==> src/rtl/nz_broadcast.sv <==
module nz_broadcast #(
  parameter int LANES = 16,
  parameter int DW    = 16,
  localparam int IW   = $clog2(LANES)
) (
  input  logic                  clk,
  input  logic                  rst_n,
  input  logic                  ld_valid,
  input  logic [LANES*DW-1:0]   ld_vec,
  output logic                  ld_ready,
  output logic                  nz_valid,
  input  logic                  nz_ready,
  output logic [IW-1:0]         nz_idx,
  output logic [DW-1:0]         nz_data,
  output logic                  nz_eov
);

  logic [LANES*DW-1:0] vec_q;
  logic [LANES-1:0]    pend_q, nz_map, clr_mask;
  logic [IW-1:0]       sel;
  logic                eov_q, ld_fire, out_fire;

  for (genvar g = 0; g < LANES; g++) begin : g_map
    assign nz_map[g] = |ld_vec[g*DW +: DW];
  end

  always_comb begin
    sel = '0;
    for (int i = LANES - 1; i >= 0; i--)
      if (pend_q[i]) sel = IW'(i);
  end

  assign clr_mask = LANES'(1) << sel;
  assign ld_ready = ~|pend_q;
  assign nz_valid = |pend_q;
  assign nz_idx   = sel;
  assign nz_data  = vec_q[sel*DW +: DW];
  assign nz_eov   = eov_q;
  assign ld_fire  = ld_valid & ld_ready;
  assign out_fire = nz_valid & nz_ready;

  always_ff @(posedge clk) begin
    if (!rst_n) begin
      vec_q  <= '0;
      pend_q <= '0;
      eov_q  <= 1'b0;
    end else begin
      eov_q <= (ld_fire && nz_map == '0) || (out_fire && (pend_q & ~clr_mask) == '0);
      if (ld_fire) begin
        vec_q  <= ld_vec;
        pend_q <= nz_map;
      end else if (out_fire) begin
        pend_q <= pend_q & ~clr_mask;
      end
    end
  end

  assert_no_zero_sent_R3: assert property (@(posedge clk) disable iff (!rst_n)
    nz_valid |-> nz_data != '0);

  assert_load_gate_R2: assert property (@(posedge clk) disable iff (!rst_n)
    ld_ready |-> !nz_valid);

  assert_rising_order_R4: assert property (@(posedge clk) disable iff (!rst_n)
    (nz_valid && nz_ready) |=> (!nz_valid || nz_idx > $past(nz_idx)));

  assert_stall_hold_R6: assert property (@(posedge clk) disable iff (!rst_n)
    (nz_valid && !nz_ready) |=> (nz_valid && $stable(nz_idx) && $stable(nz_data)));

  assert_eov_quiet_R7: assert property (@(posedge clk) disable iff (!rst_n)
    nz_eov |-> !nz_valid);

  assert_sent_once_R10: assert property (@(posedge clk) disable iff (!rst_n)
    (nz_valid && nz_ready) |=> !(nz_valid && nz_idx == $past(nz_idx)));

endmodule

==> config.mk <==
export PLATFORM = sky130hd
export DESIGN_NAME = nz_broadcast
export DESIGN_NICKNAME = d
export VERILOG_FILES = /design/src/rtl/nz_broadcast.sv
export SDC_FILE = /design/constraint.sdc
export NUM_CORES = 1
export LEC_CHECK = 0
export ABC_AREA = 1
export BUFFER_PORTS_ARGS = -buffer_cell sky130_fd_sc_hd__buf_4
export CORE_MARGIN = 5
export CORE_UTILIZATION = 35
export DETAILED_ROUTE_END_ITERATION = 10
export PLACE_DENSITY = 0.67
export REMOVE_ABC_BUFFERS = 1
export SLEW_MARGIN = 20
export SYNTH_ARGS = -nofsm -noshare
export SYNTH_HDL_FRONTEND = slang
export SYNTH_SLANG_ARGS = --single-unit
export TNS_END_PERCENT = 100
==> constraint.sdc <==
create_clock -name clk -period 6.1 [get_ports clk]
set_input_delay 0.915 -clock clk [delete_from_list [all_inputs] [get_ports clk]]
set_output_delay 0.915 -clock clk [all_outputs]
set_load 0.01 [all_outputs]
==> results of run 1 <==
## worst register-to-register path, delay by kind of cell, from the launching register on
family          cells  cell delay, ps
compound gates      2             550
buf+inv             5            1870
flops               1             420
simple gates        5            1060
## layout make-up
type,count,share of cell area [%]
repair buffers,294,14.15
clock inverters,12,1.037
well taps,461,3.678
clock buffers,43,5.481
multi-input cells,1301,38.28
inverters,102,2.521
flip-flops and latches,273,34.85
## flip-flops by register name, indices dropped and copies added (netlist names)
name	cells
vec_q	256
pend_q	16
nz_eov	1
## worst min path at each step
stage,endpoint,slack [ps]
global placement,vec_q[180],440
finish,vec_q[183],450
detailed placement,vec_q[177],440
CTS,vec_q[183],450
global route,vec_q[255],470
floorplan,vec_q[176],420
## synth_stat cells
cell type | count | area share (%)
sky130_fd_sc_hd__nand2_1 | 588 | 18
sky130_fd_sc_hd__a21oi_1 | 328 | 13
sky130_fd_sc_hd__dfxtp_1 | 273 | 44
sky130_fd_sc_hd__o21ai_0 | 111 | 4.5
sky130_fd_sc_hd__nand3_1 | 107 | 4.3
sky130_fd_sc_hd__inv_1 | 92 | 2.8
sky130_fd_sc_hd__nor4_1 | 62 | 3.1
sky130_fd_sc_hd__buf_2 | 58 | 2.3
sky130_fd_sc_hd__clkbuf_1 | 58 | 1.8
sky130_fd_sc_hd__o21ai_1 | 30 | 1.2
sky130_fd_sc_hd__nand4_1 | 23 | 1.2
sky130_fd_sc_hd__nor2_1 | 11 | 0.33
sky130_fd_sc_hd__a31oi_1 | 9 | 0.45
sky130_fd_sc_hd__inv_2 | 8 | 0.24
sky130_fd_sc_hd__buf_6 | 6 | 0.54
sky130_fd_sc_hd__nand2_2 | 6 | 0.30
sky130_fd_sc_hd__nor3_1 | 6 | 0.24
sky130_fd_sc_hd__or4_1 | 4 | 0.24
sky130_fd_sc_hd__o221ai_1 | 3 | 0.21
sky130_fd_sc_hd__a21oi_2 | 2 | 0.14
sky130_fd_sc_hd__a21oi_4 | 2 | 0.26
sky130_fd_sc_hd__and3_1 | 2 | 0.10
sky130_fd_sc_hd__buf_1 | 2 | 0.060
sky130_fd_sc_hd__clkinv_1 | 2 | 0.060
sky130_fd_sc_hd__nand2_4 | 2 | 0.18
sky130_fd_sc_hd__o21bai_2 | 2 | 0.18
sky130_fd_sc_hd__buf_4 | 1 | 0.060
sky130_fd_sc_hd__nand4_2 | 1 | 0.10
sky130_fd_sc_hd__nor2_4 | 1 | 0.091
sky130_fd_sc_hd__o21bai_1 | 1 | 0.060
## layer usage
| metal | track usage [%] | up-vias | part of all wire (%) |
|---|---|---|---|
| li1 | - | 6449 | - |
| met1 | 32.79 | 6290 | 43 |
| met2 | 39.10 | 538 | 47 |
| met3 | 3.117 | 104 | 6.8 |
| met4 | 7.881 | 2 | 3.6 |
| met5 | 0 | - | 0.040 |
## kinds of logic (layout without fill, tap and decap cells)
group | count (synthesis) | count (layout) | share of synthesized area, %
AO/OA/AOI/OAI | 488 | 488 | 20.21
buffers and inverters | 227 | 451 | 7.837
flip-flops | 273 | 273 | 44.00
AND/OR/NAND/NOR | 813 | 813 | 27.95
## metrics by stage
step,area [um^2],hold slack (ps),TNS [ps]
finish,15680,448.6,0
global route,15680,469.3,0
CTS,15680,449.6,0
detailed placement,14660,440.0,0
global placement,14660,435.2,0
floorplan,11830,423.9,-107780
## report_power, final
part	internal, mW	switching, mW	leakage, nW
combinational	1.56	3.72	3.25
clock	1.11	0.770	0.500
sequential	2.28	0.270	2.22
==> impl_metrics.py, run 1 <==
metrics = {
    "timing": {
        "max_freq_ghz": 0.2012,
        "finalClockSkew_ps": 15.79,
        "rsz0062_at_grt": "no",
        "timing.final.setup_violations": 0,
        "worst_slew_margin_rel_pct": 25.63,
        "period_share_pct": 81.49,
        "setup_ws_ps": 1129,
        "finalWorstPathRequiredPeriod_ps": 4971,
        "finalMaxSlewViolations": 0,
        "worst_margin_slew_ps": 1114,
        "final-hold-violation-count": 0,
    },
    "worst_setup_path": {
        "critical_path_cell_count": 16,
        "critical_path.cell_chain": "inv_1 > nand2_1 > nand3_1 > nand3_1 > nand3_1 > nand3_1 > nand2_1 > a21oi_4 > nand2_1 > inv_2 > buf_4 > a21oi_1 > nand3_1 > nand3_1 > nand2_1 > buf_4",
        "worst_path_most_repeated_cell": "sky130_fd_sc_hd__nand3_1",
        "critical-path-max-stage-delay_ps": 870,
        "worst_setup_path_start_kind": "flip-flop",
        "reg2reg_from": "pend_q[0]",
        "category_of_cells_accounting_for_the_largest_share_of_critical_path_delay": "buffers and inverters",
        "worst_ep_required_time_ps": 5180,
        "cp-startpoint": "pend_q[14]",
        "crit-reg2reg-capture": "vec_q[253]",
        "path_buf_inv": 4,
        "critical_path.endpoint": "nz_data[13]",
        "reg2reg_slack_ps": 2150,
        "worstRegToRegCells": 12,
        "cp_slowest_cell": "sky130_fd_sc_hd__inv_2",
        "cp_max_fo": 46,
        "worstPathArrival_ps": 4060,
        "path_class": "reg -> out",
        "endpoint_kind": "output port",
    },
    "logic_synthesis": {
        "synth-seq-cells": 273,
        "yosysWarnings": 0,
        "synth.lib_cells_used.distinct": 30,
        "post_synthesis_cell_area_mm2": 0.01242,
        "syn-mean-instance-area_um2": 6.897,
        "netlist_instances": 1801,
        "ys_seq_area_share_pct": 44.00,
    },
    "pwr": {
        "totalPowerFinal_mw": 9.708,
        "vdd_ir_drop_max_v": 0.0007577,
        "pwr_density_cell_mw_per_mm2": 619.1,
        "power_leakage_nw": 5.973,
    },
    "clock_tree": {
        "clk_transition_reported_paths_ps": 60,
        "clock_path_buffers": 3,
        "numCtsBuffers": 30,
        "clock_tree.root_cell": "sky130_fd_sc_hd__clkbuf_16",
        "cts_max_level": 1,
        "clock_sink_count": 273,
        "worst_skew_pair.late_latency_ps": 570,
        "cts.repair_timing.setup_buffer_count": 0,
        "hold_buffers": 0,
        "tritoncts": "yes",
        "cts_resized": 0,
    },
    "job": {
        "drv_cap": 0,
    },
    "global_routing": {
        "antenna_found_initial": 1,
        "grt_pass1_wl_um": 73910,
        "maximum_number_of_pins_on_one_net_before_global_route_repair": 167,
        "grt_pass1_vias": 12720,
        "grt.total_usage_pct": 23.88,
        "globalRoute.totalOverflow": 0,
    },
    "floorplan": {
        "number_of_standard_cell_rows_in_the_floorplan": 69,
        "design.die.area_mm2": 0.03935,
        "die-width_um": 198.4,
        "initial_core_util_pct": 35.18,
        "pin_count": 283,
        "floorplan.die.height_um": 198.4,
        "design.core.area_mm2": 0.03531,
    },
    "hold_path": {
        "worst_hold_startpoint": "vec_q[183]",
        "min_path_type": "reg -> reg",
        "hold_path_depth": 2,
    },
    "finish": {
        "layout_commonest_cell": "sky130_fd_sc_hd__nand2_1",
        "antennaDiodeCount": 0,
        "num-nets-final": 2262,
        "final_cells": 2486,
        "multiInputGateArea_mm2": 0.006003,
        "layout_common_cells": "sky130_fd_sc_hd__nand2_1 (588), sky130_fd_sc_hd__a21oi_1 (328), sky130_fd_sc_hd__buf_4 (293), sky130_fd_sc_hd__dfxtp_1 (273), sky130_fd_sc_hd__o21ai_0 (111)",
        "layout-drive-gt1-share_pct": 18.12,
        "final_util_pct": 44.41,
        "syn_to_final_growth_pct": 26.26,
        "area.sequential_mm2": 0.005465,
        "fillers": 3624,
    },
    "routing": {
        "drt-initial-drc-count": 1110,
        "ant_nets": 0,
        "routed_wl_um": 49430,
        "num_vias": 13380,
        "routed_via_density": 5.383,
        "wire_per_inst_um": 19.88,
        "remaining_drc_errors": 0,
        "drt_pass1_iterations": 5,
    },
    "outcome": {
        "outcome": "finished, final reports clean",
    },
    "place": {
        "post-dp-hpwl_um": 35720,
        "port-buffer-count": 282,
        "place_ws_ps": 1779,
        "global_placer_s_final_weighted_congestion": 0.8862,
        "place_inst": 2431,
    },
}
Note: power is estimated with default switching activity, not from simulation.
==> run 2: changes to the inputs <==
--- a/config.mk
+++ b/config.mk
@@ -5,12 +5,12 @@
 export SDC_FILE = /design/constraint.sdc
 export NUM_CORES = 1
 export LEC_CHECK = 0
-export ABC_AREA = 1
+export ABC_AREA = 0
 export BUFFER_PORTS_ARGS = -buffer_cell sky130_fd_sc_hd__buf_4
 export CORE_MARGIN = 5
 export CORE_UTILIZATION = 35
 export DETAILED_ROUTE_END_ITERATION = 10
-export PLACE_DENSITY = 0.67
+export PLACE_DENSITY = 0.69
 export REMOVE_ABC_BUFFERS = 1
 export SLEW_MARGIN = 20
 export SYNTH_ARGS = -nofsm -noshare
==> constraint.sdc (replaced) <==
create_clock -name clk -period 4.3 [get_ports clk]
set_input_delay 0.645 -clock clk [delete_from_list [all_inputs] [get_ports clk]]
set_output_delay 0.645 -clock clk [all_outputs]
set_load 0.01 [all_outputs]
==> impl_metrics.py, run 2 <==
metrics = {
    "logic_synthesis": {
        "postSynth.asyncResetShare_pct": 0,
        "synth-seq-cells": 273,
        "synthFlopType": "sky130_fd_sc_hd__dfxtp_1",
        "ys_seq_area_share_pct": 43.48,
        "synth-edff-count": 0,
        "fraction_of_synthesized_cell_area_taken_by_the_top_area_cell_type_pct": 43.48,
        "syn-mean-instance-area_um2": 7.393,
        "yosysWarnings": 0,
        "netlist_instances": 1700,
        "synth_top_cells_by_area": "sky130_fd_sc_hd__dfxtp_1 (43%), sky130_fd_sc_hd__nand2_1 (18%), sky130_fd_sc_hd__a21oi_1 (13%), sky130_fd_sc_hd__a221o_1 (4.6%), sky130_fd_sc_hd__nor4_1 (3.5%)",
        "synth.lib_cells_used.distinct": 52,
        "post_synthesis_cell_area_mm2": 0.01257,
        "synth_area_leader_cell": "sky130_fd_sc_hd__dfxtp_1",
        "synth_top_cells_by_count": "sky130_fd_sc_hd__nand2_1 (595), sky130_fd_sc_hd__a21oi_1 (316), sky130_fd_sc_hd__dfxtp_1 (273), sky130_fd_sc_hd__clkbuf_1 (91), sky130_fd_sc_hd__nor4_1 (71)",
        "synth_most_common_cell": "sky130_fd_sc_hd__nand2_1",
    },
    "timing": {
        "timing.final.setup_violations": 0,
        "worst_margin_slew_ps": 1041,
        "max_freq_ghz": 0.2337,
        "finalMaxSlewViolations": 0,
        "worst_slew_margin_rel_pct": 30.58,
        "finalClockSkew_ps": 17.81,
        "setup_tns_ps": 0,
        "finalWorstPathRequiredPeriod_ps": 4279,
        "rsz0062_at_grt": "no",
        "final-hold-violation-count": 0,
        "period_share_pct": 99.52,
    },
    "pwr": {
        "vdd_ir_drop_max_v": 0.0005184,
        "totalPowerFinal_mw": 13.40,
        "p_int_mw": 7.429,
        "pwr_density_cell_mw_per_mm2": 825.2,
        "power_leakage_nw": 5.926,
        "netSwitchingPower_mw": 5.969,
        "power.sequential.fraction_pct": 30.2,
        "share_comb_of_total_power_pct": 49.5,
        "p_sw_share_pct": 44.55,
        "portion_of_total_power_attributed_to_the_clock_network_pct": 20.3,
    },
    "finish": {
        "top_register_by_number_of_flip_flops": "vec_q",
        "layout-drive-gt1-share_pct": 21.44,
        "final_util_pct": 45.76,
        "largest_register_ffs": 256,
        "syn_to_final_growth_pct": 29.18,
        "multiInputGateArea_mm2": 0.006613,
        "num-nets-final": 2172,
        "area.sequential_mm2": 0.005466,
        "layout_commonest_cell": "sky130_fd_sc_hd__nand2_1",
        "antennaDiodeCount": 0,
        "layout_common_cells": "sky130_fd_sc_hd__nand2_1 (594), sky130_fd_sc_hd__buf_4 (315), sky130_fd_sc_hd__a21oi_1 (313), sky130_fd_sc_hd__dfxtp_1 (272), sky130_fd_sc_hd__nor4_1 (69)",
        "fillers": 3553,
    },
    "worst_setup_path": {
        "worst_ep_required_time_ps": 3650,
        "crit-reg2reg-capture": "nz_eov",
        "worstRegToRegCells": 8,
        "cp_max_fo": 28,
        "reg2reg_from": "pend_q[8]",
        "path_class": "reg -> out",
        "critical-path-max-stage-delay_ps": 550,
        "category_of_cells_accounting_for_the_largest_share_of_critical_path_delay": "compound AO/OA/AOI/OAI gates",
        "critical_path.cell_chain": "nand2b_1 > a221o_1 > a21oi_2 > nor3_2 > buf_4 > a221o_1 > a221oi_1 > o22ai_1 > buf_4",
        "cp_slowest_cell": "sky130_fd_sc_hd__a221oi_1",
        "critical_path_cell_count": 9,
        "worstPathArrival_ps": 3630,
        "worst_setup_path_start_kind": "flip-flop",
        "reg2reg_slack_ps": 1090,
        "path_buf_inv": 2,
        "endpoint_kind": "output port",
    },
    "global_routing": {
        "grt_pass1_vias": 13170,
        "grt.total_usage_pct": 23.92,
        "antenna_found_initial": 0,
        "globalRoute.totalOverflow": 0,
        "grt_pass1_wl_um": 74980,
        "maximum_number_of_pins_on_one_net_before_global_route_repair": 209,
    },
    "floorplan": {
        "number_of_standard_cell_rows_in_the_floorplan": 69,
        "initial_core_util_pct": 35.42,
        "floorplan.die.height_um": 199.5,
        "design.core.area_mm2": 0.03548,
        "die-width_um": 199.5,
        "design.die.area_mm2": 0.03980,
        "pin_count": 283,
    },
    "clock_tree": {
        "clock_tree.root_cell": "sky130_fd_sc_hd__clkbuf_16",
        "hold_buffers": 0,
        "tritoncts": "yes",
        "clock_path_buffers": 3,
        "worst_skew_pair.late_latency_ps": 570,
        "numCtsBuffers": 30,
        "cts_max_level": 1,
        "clk_transition_reported_paths_ps": 60,
        "clock_sink_count": 273,
    },
    "routing": {
        "ant_nets": 0,
        "drt_pass1_iterations": 6,
        "routed_via_density": 5.719,
        "num_vias": 13710,
        "drt-initial-drc-count": 1335,
        "routed_wl_um": 50620,
        "wire_per_inst_um": 21.12,
        "remaining_drc_errors": 0,
    },
    "outcome": {
        "outcome": "finished, final reports clean",
    },
    "place": {
        "global_placer_s_final_weighted_congestion": 0.9638,
        "port-buffer-count": 282,
        "post-dp-hpwl_um": 37860,
    },
    "job": {
        "drv_cap": 0,
    },
    "hold_path": {
        "worst_hold_startpoint": "ld_vec[105]",
        "whs_endpoint": "vec_q[105]",
        "hold_path_depth": 3,
        "min_path_type": "in -> reg",
    },
}
==> run 2: how the worst max path moves through the flow <==
stage / from / end / slack, ps
final: pend_q[14] / nz_data[8] / 20
after global placement: pend_q[14] / nz_data[8] / 380
after floorplan: pend_q[0] / pend_q[1] / -8240
after global routing: pend_q[8] / nz_data[4] / 5
after CTS: pend_q[1] / nz_data[9] / 5
after detailed placement: pend_q[14] / nz_data[13] / 300
==> run 2: cell type report <==
type | count | area share [%]
clock inverter | 12 | 0.9402
timing repair buffer | 322 | 15.27
tap | 461 | 3.553
sequential | 273 | 33.67
multi-input combinational | 1277 | 40.73
inverter | 8 | 0.2158
clock buffer | 44 | 5.626
==> run 2: repair_timing <==
item                                    4_1_cts  5_1_grt
endpoints found under the setup margin       16       16
pin swaps                                     1        2
buffers inserted                              1        3
gates resized for setup                       5       13
==> run 2: power groups by stage <==
stage | registers (mW) | logic, mW | clock network, mW
floorplan | 3.30 | 4.49 | 0
global placement | 4.06 | 6.27 | 0
detailed placement | 4.07 | 6.33 | 0
CTS | 4.02 | 6.40 | 2.74
global route | 4.13 | 7.08 | 2.85
finish | 4.05 | 6.63 | 2.72
==> run 2: cells by family (layout without fill, tap and decap cells) <==
kind of cell    Yosys count  after routing  synth area share [%]
buf+inv                 150            386                 5.047
flops                   273            273                 43.48
compound gates          506            506                 25.37
simple gates            771            771                 26.10
==> run 2: worst min-delay path: cells and delay by family <==
family,cells,cell delay (ps)
simple gates,1,40
compound gates,1,50
buf+inv,1,110
==> run 2: metal layers <==
| metal | routed length, um | part of all wire (%) | GRT usage [%] |
|---|---|---|---|
| met5 | 0 | 0 | 0 |
| met4 | 1541 | 3.0 | 6.767 |
| met3 | 4195 | 8.3 | 3.288 |
| met2 | 23770 | 47 | 40.09 |
| met1 | 21120 | 42 | 32.32 |
==> run 2: metrics by stage <==
step                hold WS [ps]  setup slack, ps  cell area, um^2  std cells
CTS                        318.1            4.875            16140       2394
detailed placement         444.5            302.6            15040       2337
global placement           442.0            380.2            15040       2337
global route               326.2            4.584            16240       2397
floorplan                  431.9            -8241            11960       1558
finish                     331.8            20.72            16240       2397
